[src/rtl/hfadc_pkg.sv]
package hfadc_pkg;
  typedef enum logic [1:0] {
    PH_IDLE  = 2'd0,
    PH_TRACK = 2'd1,
    PH_FINE  = 2'd2
  } phase_e;

  // strobe vector positions inside the edge detector
  localparam int unsigned SB_CS = 0;
  localparam int unsigned SB_RD = 1;
  localparam int unsigned SB_WR = 2;
  localparam int unsigned SB_N  = 3;
endpackage

[src/rtl/therm_enc.sv]
module therm_enc #(
  parameter int unsigned TW = 15,
  localparam int unsigned CW = $clog2(TW + 1)
) (
  input  logic [TW-1:0] therm,
  output logic [CW-1:0] code
);
  logic [TW-2:0] mono_ok;

  // a bit may only be set if every bit below it is set
  for (genvar g = 0; g < TW - 1; g++) begin : g_mono
    assign mono_ok[g] = !therm[g+1] || therm[g];
  end

  // priority toward the highest set bit
  always_comb begin
    code = '0;
    for (int i = 0; i < TW; i++) begin
      if (therm[i]) code = CW'(i + 1);
    end
  end

  always_comb begin

    if (&mono_ok) begin
      enc_popcount_chk: assert (code == CW'($countones(therm)));
    end
  end
endmodule

[src/rtl/strobe_edge.sv]
module strobe_edge #(
  parameter int unsigned N = 3
) (
  input  logic         clk,
  input  logic         rst_n,
  input  logic [N-1:0] pin_n,
  output logic [N-1:0] fall,
  output logic [N-1:0] rise
);
  logic [N-1:0] prev_q;

  always_ff @(posedge clk) begin
    if (!rst_n) prev_q <= '1;
    else        prev_q <= pin_n;
  end

  assign fall = prev_q & ~pin_n;
  assign rise = ~prev_q & pin_n;
endmodule

[src/rtl/hfadc_seq.sv]
module hfadc_seq
  import hfadc_pkg::*;
#(
  parameter int unsigned TRACK_CYC = 150,
  parameter int unsigned FINE_CYC  = 150,
  localparam int unsigned CNT_MAX = (TRACK_CYC > FINE_CYC) ? TRACK_CYC : FINE_CYC,
  localparam int unsigned CNT_W   = $clog2(CNT_MAX + 1)
) (
  input  logic clk,
  input  logic rst_n,
  input  logic mode_i,
  input  logic cs_act,
  input  logic cs_fall,
  input  logic cs_rise,
  input  logic rd_fall,
  input  logic rd_rise,
  input  logic wr_fall,
  input  logic wr_rise,
  output logic hi_load,
  output logic lo_load,
  output logic busy,
  output logic rdy_pull,
  output logic int_n
);
  phase_e     ph;
  logic       conv_mode;
  logic [CNT_W-1:0] cnt;
  logic       start;

  always_comb begin
    start   = (ph == PH_IDLE) && cs_act && (mode_i ? wr_fall : rd_fall);
    hi_load = (ph == PH_TRACK) &&
              (conv_mode ? wr_rise : (cnt == CNT_W'(TRACK_CYC - 1)));
    lo_load = (ph == PH_FINE) &&
              ((cnt == CNT_W'(FINE_CYC - 1)) || (conv_mode && cs_act && rd_fall));
  end

  assign busy = (ph != PH_IDLE);

  always_ff @(posedge clk) begin
    if (!rst_n) begin
      ph        <= PH_IDLE;
      conv_mode <= 1'b0;
      cnt       <= '0;
    end else begin
      unique case (ph)
        PH_IDLE: begin
          cnt <= '0;
          if (start) begin
            ph        <= PH_TRACK;
            conv_mode <= mode_i;
          end
        end
        PH_TRACK: begin
          if (hi_load) begin
            ph  <= PH_FINE;
            cnt <= '0;
          end else if (!conv_mode) begin
            cnt <= cnt + 1'b1;
          end
        end
        PH_FINE: begin
          if (lo_load) begin
            ph  <= PH_IDLE;
            cnt <= '0;
          end else begin
            cnt <= cnt + 1'b1;
          end
        end
        default: begin
          ph  <= PH_IDLE;
          cnt <= '0;
        end
      endcase
    end
  end

  always_ff @(posedge clk) begin
    if (!rst_n) begin
      int_n    <= 1'b1;
      rdy_pull <= 1'b0;
    end else begin
      if (cs_rise || rd_rise) int_n <= 1'b1;
      if (lo_load)            int_n <= 1'b0;
      if (!mode_i && cs_fall) rdy_pull <= 1'b1;
      if (cs_rise || lo_load) rdy_pull <= 1'b0;
    end
  end


  cnt_window_chk: assert property (@(posedge clk) disable iff (!rst_n)
    cnt < CNT_W'(CNT_MAX));


  fine_entry_chk: assert property (@(posedge clk) disable iff (!rst_n)
    (ph == PH_FINE && $past(ph) != PH_FINE) |-> $past(ph) == PH_TRACK);
endmodule

[src/rtl/hfadc_outreg.sv]
module hfadc_outreg #(
  parameter int unsigned NIB_W = 4
) (
  input  logic               clk,
  input  logic               rst_n,
  input  logic               hi_load,
  input  logic               lo_load,
  input  logic [NIB_W-1:0]   hi_code,
  input  logic [NIB_W-1:0]   lo_code,
  input  logic               ovr_in,
  output logic [2*NIB_W-1:0] result,
  output logic               ovf
);
  logic [NIB_W-1:0] hi_q, lo_q;

  always_ff @(posedge clk) begin
    if (!rst_n) begin
      hi_q <= '0;
      lo_q <= '0;
      ovf  <= 1'b0;
    end else begin
      if (hi_load) hi_q <= hi_code;
      if (lo_load) begin
        lo_q <= lo_code;
        ovf  <= ovr_in;
      end
    end
  end

  assign result = {hi_q, lo_q};


  hi_hold_chk: assert property (@(posedge clk) disable iff (!rst_n)
    (hi_q != $past(hi_q)) |-> $past(hi_load));


  lo_hold_chk: assert property (@(posedge clk) disable iff (!rst_n)
    (lo_q != $past(lo_q)) |-> $past(lo_load));
endmodule

[src/rtl/hfadc_ctrl.sv]
module hfadc_ctrl
  import hfadc_pkg::*;
#(
  parameter int unsigned THERM_W   = 15,
  parameter int unsigned TRACK_CYC = 150,
  parameter int unsigned FINE_CYC  = 150,
  localparam int unsigned NIB_W  = $clog2(THERM_W + 1),
  localparam int unsigned DATA_W = 2 * NIB_W
) (
  input  logic               clk,
  input  logic               rst_n,
  input  logic               mode,
  input  logic               cs_n,
  input  logic               rd_n,
  input  logic               wr_n,
  input  logic [THERM_W-1:0] coarse_therm,
  input  logic [THERM_W-1:0] fine_therm,
  input  logic               over_rng,
  output logic [DATA_W-1:0]  data,
  output logic               data_oe,
  output logic               int_n,
  output logic               rdy_pull,
  output logic               ovf
);
  logic [SB_N-1:0]  pins_n, falls, rises;
  logic [NIB_W-1:0] hi_code, lo_code;
  logic hi_load, lo_load, busy;

  assign pins_n[SB_CS] = cs_n;
  assign pins_n[SB_RD] = rd_n;
  assign pins_n[SB_WR] = wr_n;

  strobe_edge #(.N(SB_N)) u_edge (
    .clk   (clk),
    .rst_n (rst_n),
    .pin_n (pins_n),
    .fall  (falls),
    .rise  (rises)
  );

  therm_enc #(.TW(THERM_W)) u_enc_coarse (.therm(coarse_therm), .code(hi_code));
  therm_enc #(.TW(THERM_W)) u_enc_fine   (.therm(fine_therm),   .code(lo_code));

  hfadc_seq #(.TRACK_CYC(TRACK_CYC), .FINE_CYC(FINE_CYC)) u_seq (
    .clk      (clk),
    .rst_n    (rst_n),
    .mode_i   (mode),
    .cs_act   (!cs_n),
    .cs_fall  (falls[SB_CS]),
    .cs_rise  (rises[SB_CS]),
    .rd_fall  (falls[SB_RD]),
    .rd_rise  (rises[SB_RD]),
    .wr_fall  (falls[SB_WR]),
    .wr_rise  (rises[SB_WR]),
    .hi_load  (hi_load),
    .lo_load  (lo_load),
    .busy     (busy),
    .rdy_pull (rdy_pull),
    .int_n    (int_n)
  );

  hfadc_outreg #(.NIB_W(NIB_W)) u_out (
    .clk     (clk),
    .rst_n   (rst_n),
    .hi_load (hi_load),
    .lo_load (lo_load),
    .hi_code (hi_code),
    .lo_code (lo_code),
    .ovr_in  (over_rng),
    .result  (data),
    .ovf     (ovf)
  );

  assign data_oe = !cs_n && !rd_n;


  int_from_busy_chk: assert property (@(posedge clk) disable iff (!rst_n)
    $fell(int_n) |-> $past(busy));


  rdy_release_chk: assert property (@(posedge clk) disable iff (!rst_n)
    $fell(rdy_pull) |-> (!int_n || $past(cs_n)));
endmodule

[config.mk]
export PLATFORM = sky130hd
export DESIGN_NAME = hfadc_ctrl
export DESIGN_NICKNAME = d
export VERILOG_FILES = /design/src/rtl/hfadc_pkg.sv /design/src/rtl/therm_enc.sv /design/src/rtl/strobe_edge.sv /design/src/rtl/hfadc_seq.sv /design/src/rtl/hfadc_outreg.sv /design/src/rtl/hfadc_ctrl.sv
export SDC_FILE = /design/constraint.sdc
export NUM_CORES = 1
export LEC_CHECK = 0
export CORE_ASPECT_RATIO = 1.2
export CORE_UTILIZATION = 41
export CTS_CLUSTER_SIZE = 40
export DETAILED_ROUTE_END_ITERATION = 10
export PLACE_DENSITY = 0.73
export SLEW_MARGIN = 5
export SYNTH_ARGS = -nofsm -noshare
export SYNTH_HDL_FRONTEND = slang
export SYNTH_SLANG_ARGS = --single-unit
[constraint.sdc]
create_clock -name clk -period 1.6 [get_ports clk]
set_input_delay 0.48 -clock clk [delete_from_list [all_inputs] [get_ports clk]]
set_output_delay 0.48 -clock clk [all_outputs]
set_load 0.01 [all_outputs]
==> Word level (Yosys, flattened, before mapping) <==
Index checks and enable logic that the tools add are counted.
{ "totals": {"ff_bits": 25, "latchBits": 0, "ramBits": 0, "rom_bits": 0, "input_bits": 37, "out_inout_bits": 12, "n_memories": 0} }
{ "op_classes": {"addsub": 1, "multipliers": 0, "div": 0, "order_cmp": 0, "n_eq_ne": 7, "shift": 0, "n_mux": 42, "bitwise": 5, "reduce_logical": 19} }
{ "ops": {"columns": ["cell", "count"], "rows": [
  ["4-bit two-way mux", 16],
  ["3-bit two-way mux", 8],
  ["8-bit two-way mux", 3],
  ["8-bit one-hot mux with 2 select lines", 1],
  ["2-bit two-way mux", 7],
  ["8-bit by 1-bit adder with 8-bit output, second input constant", 1],
  ["8-bit == test, second input constant", 1],
  ["1-bit logical AND", 8],
  ["3-bit AND", 2],
  ["1-bit two-way mux", 6],
  ["3-bit NOT", 2],
  ["2-bit one-hot mux with 3 select lines", 1],
  ["2-bit by 1-bit inequality test with 1-bit output, second input constant", 2],
  ["1-bit zero test", 3],
  ["1-bit logical OR", 3],
  ["3-bit inequality test, second input constant", 1],
  ["3-bit AND reduction", 1],
  ["2-bit by 1-bit == test with 1-bit output, second input constant", 1],
  ["2-bit == test, second input constant", 1],
  ["2-bit zero test", 1],
  ["2-bit inequality test, second input constant", 1],
  ["2-bit AND reduction", 1],
  ["2-bit nonzero test", 1],
  ["2-bit OR reduction", 1],
  ["1-bit NOT", 1]
]} }

==> Longest topological paths before layout <==
{ "depth": {"word_depth": 15, "depth_mapped": 8} }

==> Modules after synthesis <==
A second synthesis with hierarchy kept.
{ "hier_totals": {"cells_unflattened": 189, "area_unflattened_um2": 1610.3} }
{ "modules_own_cells": {"columns": ["module", "instances", "cells_each", "area_per_inst_um2", "seq_area_each_um2"], "rows": [
  ["hfadc_seq", 1, 96, 858.3, 260.2],
  ["hfadc_outreg", 1, 29, 345.3, 180.2],
  ["therm_enc", 2, 25, 141.4, 0.0],
  ["strobe_edge", 1, 12, 116.4, 60.1],
  ["hfadc_ctrl", 1, 2, 7.5, 0.0]
]} }

==> Worst setup path before layout <==
No wires, ideal clock.
{ "synth_path": {"kind": "flip-flop to flip-flop", "start": "register u_seq.cnt[0]", "end": "register u_seq.ph[1]", "setup_ps": 123, "arrival_time_ps": 1589, "path_slack_ps": -112, "stages_incl_launch_ff": 7, "period_less_slack_ps": 1712, "cell_sequence": "dfxtp_1 > ha_1 > nand4bb_4 > o311a_4 > or2_4 > o211ai_2 > o31ai_2"} }
{ "synth_via": {"elab_chain_cells": 5} }
{ "synth_lines": {"columns": ["element", "line_no", "source"], "rows": [
  ["start, declared", "hfadc_seq.sv:27", "logic [CNT_W-1:0] cnt;"],
  ["start signal, assigned", "hfadc_seq.sv:59", "cnt <= cnt + 1'b1;"],
  ["start signal, assigned", "hfadc_seq.sv:67", "cnt <= cnt + 1'b1;"],
  ["8-bit == test (*)", "hfadc_seq.sv:33, hfadc_seq.sv:35", null],
  ["1-bit two-way mux or 1-bit logical OR (tied branches)", "hfadc_seq.sv:33, hfadc_seq.sv:35", null],
  ["1-bit logical AND, on equally long branches", "hfadc_seq.sv:32, hfadc_seq.sv:34", null],
  ["2-bit inequality test (no source line) or 2-bit by 1-bit inequality test with 1-bit output (tied branches)", null, null],
  ["3-bit AND reduction (no source line) (*)", null, null],
  ["end signal, assigned", "hfadc_seq.sv:42", "ph <= PH_IDLE;"],
  ["end signal, assigned", "hfadc_seq.sv:50", "ph <= PH_TRACK;"],
  ["end signal, assigned", "hfadc_seq.sv:56", "ph <= PH_FINE;"],
  ["end, declared", "hfadc_seq.sv:25", "phase_e ph;"]
]} }
Mark *: on every way between the ends. The rest lies on a longest branch, timed or not.
A chain may end at the register's enable or synchronous reset.

==> Worst setup path after layout <==
{ "layout_path": {"start": "register u_seq.cnt[1]", "end": "register u_seq.ph[1]"} }
Same word-level chain as after synthesis.

==> flow_metrics.py <==
metrics = {
    "cts": {
        "cts_tree": "yes",
        "root_buffer": "clkbuf_8",
        "cts.reportedPaths.clkPinSlew_ns": 0.09,
        "ctsHtreeMaxLevel": 1,
        "cts-buffers-inserted": 3,
        "worstSkewPairLatency_ns": 0.27,
        "clkSinkCount": 25,
        "cts.path.max_buffers": 2,
    },
    "global_route": {
        "use_met2_pct": 48.36,
        "grt.total_usage_pct": 23.55,
        "grt_start_max_net_pins": 14,
        "grt_pass1_vias": 1710,
        "grt_busiest_layer": "met2",
        "grtUsageMet1_pct": 23.09,
        "grt-ovfl-total": 0,
        "grt_pass1_wl_um": 7079,
        "grt.met3_usage_pct": 4.981,
        "antenna_found_initial": 0,
    },
    "sta": {
        "setup_viol": 15,
        "rsz0062_at_grt": "true",
        "timing.fmax_ghz": 0.5601,
        "period_needed_ns": 1.785,
        "fin_skew_ns": 0.005250,
        "hold_violations": 0,
        "fin_crit_sh_pct": 111.6,
        "tightestPinTransition_ns": 0.3015,
        "drv_slew": 0,
        "finalWorstSetupSlack_ns": -0.1853,
        "slew_headroom_pct": 79.64,
        "setup_tns_ns": -1.628,
    },
    "setup_path": {
        "setup.worst_path.end": "u_seq.ph[1]",
        "cp_data_required_time_ns": 1.76,
        "worstSetupEndpointType": "flop",
        "worstRegToRegCells": 8,
        "cp.arrival_ns": 1.94,
        "path_max_fanout": 3,
        "reg2reg_from": "u_seq.cnt[1]",
        "worstSetupStartpointType": "flop",
        "startpoint": "u_seq.cnt[1]",
        "crit_type": "flop to flop",
        "timing.rr.end": "u_seq.ph[1]",
        "rrSetupSlack_ns": -0.19,
    },
    "cells_and_area": {
        "fillers": 264,
        "fin_nets": 308,
        "design_area_um2": 2421,
        "n_antenna_cell": 0,
        "final_cell_mix": "buf_4 (38), clkdlybuf4s50_1 (32), dfxtp_1 (23)",
        "area_growth_pct": 63.84,
        "drive_gt1_share_pct": 26.79,
        "final_common_cell": "buf_4",
    },
    "die": {
        "io_pins": 49,
        "start_util_pct": 43.52,
        "core_area_um2": 3396,
        "num_rows": 23,
        "die_y_um": 67.77,
        "die_area_um2": 3849,
        "dieWidth_um": 56.81,
    },
    "drt": {
        "ant_nets": 0,
        "wl_per_cell_um": 14.39,
        "viasPerCell": 5.639,
        "drt_iter0_markers": 84,
        "vias": 1703,
        "wl_um": 4346,
        "drt_pre_antenna_iters": 4,
        "route.detailed.drc": 0,
    },
    "placed_design": {
        "globalplace.congestion": 0.8040,
        "hpwl_um": 3338,
        "port-buffer-count": 48,
        "placed_cell_area_um2": 2248,
    },
    "power": {
        "power.density_nw_per_um2": 544.7,
        "vdd_ir_drop_max_v": 0.0004255,
        "p_leak_nw": 0.9733,
    },
    "synthesis": {
        "synth.distinct_cells": 43,
        "yosys-top-cells-area": "dfxtp_1 (34%), nor2_1 (4.6%), a31oi_1 (4.2%)",
        "syn_nets": 222,
        "yosys.area.top_type": "dfxtp_1",
        "synthCells": 180,
        "syn_area_um2": 1478,
        "synth-seq-cells": 25,
        "netlist.area_leader.share_pct": 33.87,
        "yosys_warnings": 0,
        "yosysSeqAreaShare_pct": 33.87,
        "synth_top_family_by_area": "simple AND/OR/NAND/NOR gates",
        "synthSimpleGateAreaFrac_pct": 29.81,
        "synth-compound-area-share_pct": 25.99,
        "synth_xor_area_share_pct": 0,
        "synth_mux_area_share_pct": 0.6774,
        "synthAdderAreaFrac_pct": 4.234,
        "syn_avg_cell_area_um2": 8.209,
    },
    "status": {
        "violations": "negative setup slack",
        "outcome": "finished with violations",
    },
    "flow_run": {
        "maxCapViolCount": 0,
    },
    "hold_path": {
        "hold_class": "flop to flop",
    },
}
flip-flops by register name (all words and copies together) (netlist names):
signal / flops
u_out.lo_q: 4
u_out.hi_q: 4
u_seq.rdy_pull: 1
u_seq.int_n: 1
u_seq.cnt: 8
u_seq.ph: 2
u_seq.conv_mode: 1
u_edge.prev_q: 3
u_out.ovf: 1
synthesized netlist by cell type, drive strengths merged:
cell,n
o211a,1
a21oi,9
o21ai,12
nand3b,3
clkbuf,3
nand4bb,3
or2,1
a22oi,2
o41ai,1
a221o,1
o31ai,4
o21bai,3
dfxtp,25
and3,3
nand2b,5
a31oi,10
or4,6
buf,5
nand3,12
or3,1
mux2i,1
nor3,3
and2,2
nor2,18
o221a,2
o311a,1
nand2,12
inv,11
o21a,1
ha,5
or4b,1
o211ai,1
or3b,1
a211oi,3
nor2b,2
a311oi,2
nor4,3
or2b,1
power by group:
group	internal (mW)	total [mW]	switching (mW)
Clock	0.178	0.385	0.206
Combinational	0.169	0.294	0.124
Sequential	0.632	0.640	0.00802
Total	0.980	1.32	0.338
per-layer routing:
| layer | part of all wire [%] | vias up | wire [um] |
|---|---|---|---|
| li1 | - | 844 | - |
| met3 | 5.9 | 8 | 255 |
| met4 | 1.7 | 0 | 76 |
| met5 | 0 | - | 0 |
| met1 | 38 | 790 | 1662 |
| met2 | 54 | 61 | 2352 |
cells by family (layout without fill, tap and decap cells):
kind of cell	count (synthesis)	count (layout)
adder cells (fa/ha/maj)	5	5
flip-flops	25	25
AO/OA/AOI/OAI	53	53
buffers and inverters	19	104
AND/OR/NAND/NOR	77	77
multiplexers	1	1
critical path, cell delays in order (launching register included):
cell	delay [ns]
dfxtp_2	0.33
inv_2	0.06
ha_4	0.13
nand4bb_4	0.15
o311a_4	0.36
buf_6	0.13
or2_4	0.27
o211ai_2	0.16
o31ai_2	0.08
worst min-delay path by stage:
stage,from,endpoint,slack [ns],depth (start not counted)
2_1_floorplan,u_seq.cnt[0],u_seq.cnt[0],0.46,2
3_3_place_gp,u_out.ovf,u_out.ovf,0.48,2
3_5_place_dp,u_seq.conv_mode,u_seq.conv_mode,0.50,2
4_1_cts,u_out.hi_q[2],u_out.hi_q[2],0.52,2
5_1_grt,u_out.lo_q[2],u_out.lo_q[2],0.56,1
6_report,u_out.hi_q[2],u_out.hi_q[2],0.51,2
through the flow:
| step | utilization, % | cells | total power [mW] | hold WS, ns | setup slack (ns) |
|---|---|---|---|---|---|
| 6_report | 71.30 | 302 | 1.319 | 0.5054 | -0.1853 |
| 5_1_grt | 71.30 | 302 | 1.376 | 0.5590 | -0.2377 |
| 4_1_cts | 69.71 | 301 | 1.312 | 0.5217 | -0.1763 |
| 3_5_place_dp | 66.21 | 294 | 0.9270 | 0.5048 | -0.5987 |
| 3_3_place_gp | 66.21 | 294 | 0.9173 | 0.4818 | -0.5647 |
| 2_1_floorplan | - | 180 | 0.7523 | 0.4619 | -0.004027 |
timing repair:
action | in CTS | in global routing
pin swaps | 12 | 13
setup endpoints to repair | 32 | 20
setup buffers | 3 | 1
hold buffers | 0 | 0
gates resized for setup | 33 | 12
area by class of cell:
class                      count  area [um^2]  area share [%]
clock buffer                   4        45.04           1.860
inverter                      11        41.29           1.705
multi-input combinational    136         1006           41.55
sequential                    25        503.0           20.78
tap                           37        46.29           1.912
timing repair buffer          89        779.5           32.20
(Power assumes the default switching activity.)
